### src/rtl/ctl_step_pkg.sv
package ctl_step_pkg;

  localparam int NUM_STEPS = 5;

  typedef enum logic [2:0] {
    ST_FETCH  = 3'd0,
    ST_DECODE = 3'd1,
    ST_EXEC   = 3'd2,
    ST_MEM    = 3'd3,
    ST_WBACK  = 3'd4
  } step_e;

  // Opcode values (low field of the held instruction word)
  localparam int OP_ALU    = 0;
  localparam int OP_LOAD   = 1;
  localparam int OP_STORE  = 2;
  localparam int OP_BRANCH = 3;
  localparam int OP_BRCOND = 4;
  localparam int OP_CALL   = 5;
  localparam int OP_RETURN = 6;
  localparam int OP_JUMP   = 7;

  typedef struct packed {
    logic alu;
    logic load;
    logic store;
    logic branch;
    logic brcond;
    logic call;
    logic ret;
    logic jump;
  } iclass_t;

  // Final step used by an instruction class
  function automatic step_e final_step(iclass_t c);
    if (c.alu || c.load || c.call) return ST_WBACK;
    else if (c.store)              return ST_MEM;
    else                           return ST_EXEC;
  endfunction

endpackage

### src/rtl/ctl_ir_decode.sv
module ctl_ir_decode
  import ctl_step_pkg::*;
#(
  parameter int IW      = 32,
  parameter int OPC_LSB = 0,
  parameter int OPC_W   = 6
) (
  input  logic          clk,
  input  logic          rst_n,
  input  logic          ir_load,
  input  logic [IW-1:0] instr_in,
  output logic [IW-1:0] ir_q,
  output iclass_t       cls
);

  localparam int OPC_MSB = OPC_LSB + OPC_W - 1;

  logic [IW-1:0]    ir_d;
  logic [OPC_W-1:0] opcode;

  // Next-state: load on fetch completion, otherwise hold
  always_comb begin
    ir_d = ir_q;
    if (ir_load) ir_d = instr_in;
  end

  always_ff @(posedge clk or negedge rst_n) begin
    if (!rst_n) ir_q <= '0;
    else        ir_q <= ir_d;
  end

  assign opcode = ir_q[OPC_MSB:OPC_LSB];

  // Class flags from the held word only
  always_comb begin
    cls = '0;
    case (int'(opcode))
      OP_ALU:    cls.alu    = 1'b1;
      OP_LOAD:   cls.load   = 1'b1;
      OP_STORE:  cls.store  = 1'b1;
      OP_BRANCH: cls.branch = 1'b1;
      OP_BRCOND: cls.brcond = 1'b1;
      OP_CALL:   cls.call   = 1'b1;
      OP_RETURN: cls.ret    = 1'b1;
      OP_JUMP:   cls.jump   = 1'b1;
      default:   cls        = '0;
    endcase
  end

endmodule

### src/rtl/ctl_step_counter.sv
module ctl_step_counter
  import ctl_step_pkg::*;
(
  input  logic                 clk,
  input  logic                 rst_n,
  input  logic                 mfc,
  input  iclass_t              cls,
  output step_e                step_q,
  output logic                 run_q,
  output logic [NUM_STEPS-1:0] step_oh
);

  step_e step_d;
  step_e last_step;
  logic  mem_stall_cls;

  assign last_step     = final_step(cls);
  assign mem_stall_cls = cls.load | cls.store;

  always_comb begin
    step_d = step_q;
    if (!run_q) begin
      step_d = ST_FETCH;
    end else begin
      case (step_q)
        ST_FETCH:  if (mfc) step_d = ST_DECODE;
        ST_DECODE: step_d = ST_EXEC;
        ST_EXEC:   step_d = (last_step == ST_EXEC) ? ST_FETCH : ST_MEM;
        ST_MEM: begin
          if (mem_stall_cls && !mfc)    step_d = ST_MEM;
          else if (last_step == ST_MEM) step_d = ST_FETCH;
          else                          step_d = ST_WBACK;
        end
        ST_WBACK:  step_d = ST_FETCH;
        default:   step_d = ST_FETCH;
      endcase
    end
  end

  always_ff @(posedge clk or negedge rst_n) begin
    if (!rst_n) begin
      step_q <= ST_FETCH;
      run_q  <= 1'b0;
    end else begin
      step_q <= step_d;
      run_q  <= 1'b1;
    end
  end

  for (genvar g = 0; g < NUM_STEPS; g++) begin : g_oh
    assign step_oh[g] = (int'(step_q) == g);
  end

endmodule

### src/rtl/ctl_enable_gen.sv
module ctl_enable_gen
  import ctl_step_pkg::*;
(
  input  step_e   step_q,
  input  logic    run_q,
  input  logic    mfc,
  input  logic    cond_true,
  input  iclass_t cls,
  output logic    ir_en,
  output logic    pc_en,
  output logic    rf_we,
  output logic    mem_rd,
  output logic    mem_wr
);

  logic in_fetch, in_exec, in_mem, in_wback;
  logic taken, writes_reg;

  always_comb begin
    in_fetch   = run_q && (step_q == ST_FETCH);
    in_exec    = run_q && (step_q == ST_EXEC);
    in_mem     = run_q && (step_q == ST_MEM);
    in_wback   = run_q && (step_q == ST_WBACK);
    taken      = cls.branch | cls.call | cls.ret | cls.jump | (cls.brcond & cond_true);
    writes_reg = cls.alu | cls.load | cls.call;

    mem_rd = in_fetch | (in_mem & cls.load);
    mem_wr = in_mem & cls.store;
    ir_en  = in_fetch & mfc;
    pc_en  = (in_fetch & mfc) | (in_exec & taken);
    rf_we  = in_wback & writes_reg;
  end

endmodule

### src/rtl/ctl_step_seq.sv
module ctl_step_seq
  import ctl_step_pkg::*;
#(
  parameter int IW      = 32,
  parameter int OPC_LSB = 0,
  parameter int OPC_W   = 6
) (
  input  logic                 clk,
  input  logic                 rst_n,
  input  logic                 mfc,
  input  logic                 cond_true,
  input  logic [IW-1:0]        instr_in,
  output logic [NUM_STEPS-1:0] step_oh,
  output logic [IW-1:0]        ir_hold,
  output logic                 ir_en,
  output logic                 pc_en,
  output logic                 rf_we,
  output logic                 mem_rd,
  output logic                 mem_wr
);

  step_e   step_q;
  logic    run_q;
  iclass_t cls;

  ctl_ir_decode #(
    .IW(IW), .OPC_LSB(OPC_LSB), .OPC_W(OPC_W)
  ) u_ir (
    .clk(clk), .rst_n(rst_n), .ir_load(ir_en),
    .instr_in(instr_in), .ir_q(ir_hold), .cls(cls)
  );

  ctl_step_counter u_cnt (
    .clk(clk), .rst_n(rst_n), .mfc(mfc), .cls(cls),
    .step_q(step_q), .run_q(run_q), .step_oh(step_oh)
  );

  ctl_enable_gen u_en (
    .step_q(step_q), .run_q(run_q), .mfc(mfc), .cond_true(cond_true),
    .cls(cls), .ir_en(ir_en), .pc_en(pc_en), .rf_we(rf_we),
    .mem_rd(mem_rd), .mem_wr(mem_wr)
  );

endmodule

### config.mk
export PLATFORM = sky130hd
export DESIGN_NAME = ctl_step_seq
export DESIGN_NICKNAME = d
export VERILOG_FILES = /design/src/rtl/ctl_step_pkg.sv /design/src/rtl/ctl_ir_decode.sv /design/src/rtl/ctl_step_counter.sv /design/src/rtl/ctl_enable_gen.sv /design/src/rtl/ctl_step_seq.sv
export SDC_FILE = /design/constraint.sdc
export NUM_CORES = 1
export LEC_CHECK = 0
export BUFFER_PORTS_ARGS = -buffer_cell sky130_fd_sc_hd__buf_2
export CAP_MARGIN = 20
export CELL_PAD_IN_SITES_DETAIL_PLACEMENT = 2
export CELL_PAD_IN_SITES_GLOBAL_PLACEMENT = 2
export CORE_MARGIN = 1.5
export CORE_UTILIZATION = 29
export DETAILED_ROUTE_END_ITERATION = 12
export PLACE_DENSITY_LB_ADDON = 0.05
export SYNTH_ARGS = -nofsm -noshare
export SYNTH_HDL_FRONTEND = slang
export SYNTH_SLANG_ARGS = --single-unit
### constraint.sdc
create_clock -name clk -period 1.8 [get_ports clk]
set_clock_uncertainty 0.1 [all_clocks]
set_input_delay 0.09 -clock clk [delete_from_list [all_inputs] [get_ports clk]]
set_output_delay 0.09 -clock clk [all_outputs]
set_load 0.02 [all_outputs]
==> key figures <==
Synthesis
  – Synth Flop Type: dfrtp_1
  – FFs w/ async S/R, synth: 100%
  – Post-synthesis instance total: 114
  – Proportion of synthesized area in mux cells: 26.6%
  – Biggest area consumer among synthesized cells: dfrtp_1
  – YS warnings: 0
  – EDFF count, synth: 0
  – Syn Area/Cell: 14.6 sq um
  – Complex-gate fraction of the synthesized area: 3.98%
  – Sequential share of the synthesized area: 54.1%
  – Post-Syn Area: 1660 sq um
  – #FFs+latches synth: 36
  – Syn Nets: 150
  – Main combinational cell family by area after synthesis: multiplexers
  – Adder-cell share of the synthesized area: 0%
  – Post-synthesis xor/xnor area fraction: 0.526%
  – Cell variety after synth: 30
  – Synth Area in Simple Gates: 9.47%
  – Top-area cell type share of the netlist area: 54.1%
  – Most area-consuming cells after synthesis: dfrtp_1 (54%), mux2_4 (23%), mux2_2 (4.1%), buf_12 (2.4%), o21ai_0 (1.5%)

Power and ir drop
  – Leakage power: 1.35 nW
  – Power Density: 963 nW/um^2
  – Total power draw: 2.67 mW
  – IR drop worst, VDD: 0.556 mV

Worst setup path
  – Critical Path Fanout Max: 4
  – Most frequent CP cell: buf_4
  – WS Path Type: flop to output port
  – Buf+Inv Stages, Crit Path: 2
  – Crit path largest cell delay: 440 ps
  – Largest delay contributor family on the critical path: simple AND/OR/NAND/NOR gates
  – Critical path arrival: 1660 ps
  – Data required time of the worst path: 1610 ps
  – Crit end category: output port
  – Crit path max-delay cell type: dfrtp_1
  – Cell Chain, Critical Path: nor4_4 > buf_4 > a41oi_2 > nor2b_1 > buf_4
  – Critical path launch point type: flop

STA
  – Worst hold slack: 140 ps
  – Minimum clock period: 1850 ps
  – Peak Freq: 540 MHz
  – Slew margin rel.: 43.7%
  – Setup violations, final: 2
  – Slack of the critical path: -52.6 ps
  – RSZ-0062 raised after global routing: true
  – Final period util: 103%
  – Endpoints failing hold: 0
  – Least-Margin Pin Slew: 844 ps
  – Slew Limit Fails: 0

Floorplan
  – Die X: 78.8 um
  – Full die area: 6200 sq um
  – Row count: 27
  – Core ar.: 5510 sq um
  – # IOs: 78
  – Starting Density: 30.2%
  – Die Y: 78.8 um

GRT
  – Initial antenna violation count: 0
  – Pin count of the biggest net entering global routing: 37
  – Vias in the first global route: 1581
  – Residual overflow from global routing: 0
  – First-pass GRT wire length: 8.07 mm
  – Global-route usage over all layers: 17.0%

CTS
  – Worst skew pair latency: 290 ps
  – Clock sink count: 36
  – Total CTS buffers: 5
  – Root Driver: clkbuf_8
  – TritonCTS clock tree: done
  – Clk slew on worst S/H paths: 70 ps
  – CTS H-tree lvls: 2
  – Clock Tree Buf Depth: 2

Drt
  – DR WL/cell: 16.6 um
  – Pre-Repair DR Iteration Count: 4
  – Final ANT Viol Nets: 0
  – Detailed-route DRC error count: 0
  – Total routed wirelength: 5.30 mm
  – DR vias: 1418
  – Drt first-iter violations: 39
  – Via/cell ratio: 4.43

Finish
  – Commonest non-fill, non-tap cells in the layout: buf_2 (73), dfrtp_1 (34), dlygate4sd3_1 (33)
  – Number of diodes: 0
  – Layout cells sized above 1: 61.7%
  – Commonest non-fill, non-tap cell in the layout: buf_2
  – Layout Utilization: 50.4%
  – Fin nets: 283
  – Layout area overhead: 66.8%

Place
  – IO Port Bufs: 77
  – Gpl congestion: 0.780
  – DP HPWL: 3.45 mm

Run
  – Max Cap Violations: 0

Min path
  – Hold Path Class: primary input to flop

Run status
  – Failing checks: setup timing
  – Status: complete, but fails checks
-- synth_stat cells (2+ instances only) --
master and count:
nor3b_1 3, a21oi_1 3, buf_6 2, buf_12 2, mux2_4 25, nand2_1 5
nor4b_1 2, mux2_2 6, a31o_2 2, o21ai_0 5, dfrtp_1 36, nor3_1 2
nor2b_1 3, inv_1 2
-- what timing repair did --
item	CTS	global route
pin swaps	3	7
endpoints found under the setup margin	5	16
setup buffers	4	11
hold buffers	33	0
gates resized for setup	9	13
hold endpoints to repair	68	0
-- metrics by stage --
step	cell area, sq um	TNS (ps)	std cells	setup WS [ps]
after floorplan	1680	0	114	114
after global placement	2150	0	264	164
after detailed placement	2150	0	264	119
after CTS	2630	-126	309	-45.8
after global routing	2780	-888	320	-134
final	2780	-56.0	320	-52.6
-- final timing paths --
kind                                           from                     endpoint  slack, ps  cells past startpoint
min reg2reg                u_ir.ir_q[8]$_DFFE_PN0P_     u_ir.ir_q[8]$_DFFE_PN0P_        410                      1
min in group asynchronous                     rst_n    u_ir.ir_q[29]$_DFFE_PN0P_        330                      2
max reg2reg                   u_cnt.run_q$_DFF_PN0_    u_ir.ir_q[13]$_DFFE_PN0P_         40                      5
min                                             mfc  u_cnt.step_q[2]$_DFFE_PN0P_        140                      4
max in group asynchronous                     rst_n     u_ir.ir_q[2]$_DFFE_PN0P_        670                      2
max                        u_ir.ir_q[4]$_DFFE_PN0P_                       mem_rd        -50                      5
-- cell families (layout without fill, tap and decap cells) --
| kind of cell | after synthesis | after routing |
|---|---|---|
| buffers and inverters | 9 | 143 |
| xor gates and xnor gates | 1 | 1 |
| other | 1 | 1 |
| and+or+nand+nor | 25 | 25 |
| AOI/OAI and AO/OA | 11 | 11 |
| DFF | 36 | 36 |
| muxes | 31 | 31 |
-- final cells by class --
| class | count | area [sq um] |
|---|---|---|
| sequential | 36 | 903 |
| tap | 72 | 90.1 |
| fill | 553 | 2730 |
| clock buffer | 8 | 90.1 |
| inverter | 2 | 7.51 |
| multi-input combinational | 69 | 758 |
| timing repair buffer | 133 | 926 |
-- worst reg2reg max path, delay by kind of cell, from the launching register on --
family	cells	cell delay [ps]
buffers and inverters	2	350
muxes	1	330
DFF	1	410
and+or+nand+nor	2	460
-- power by group --
part | internal [mW] | total (mW) | switching (mW) | leakage [nW]
clock network | 0.312 | 0.601 | 0.289 | 0.0455
registers | 0.972 | 1.11 | 0.138 | 0.427
logic | 0.487 | 0.960 | 0.473 | 0.875
-- metal layers --
metal / GRT usage, % / vias to the layer above / wire length [um] / part of all wire, %
met5: 0 / - / 0 / 0
met4: 3.75 / 0 / 38 / 0.72
met3: 4.25 / 5 / 234 / 4.4
met2: 30.6 / 43 / 2840 / 54
met1: 20.3 / 709 / 2190 / 41
li1: - / 661 / - / -
-- flip-flops by register name, summed over array words and instances, names as in the netlist --
register      count
u_ir.ir_q        32
u_cnt.step_q      3
u_cnt.run_q       1
Power figures use the tool's default switching activity.
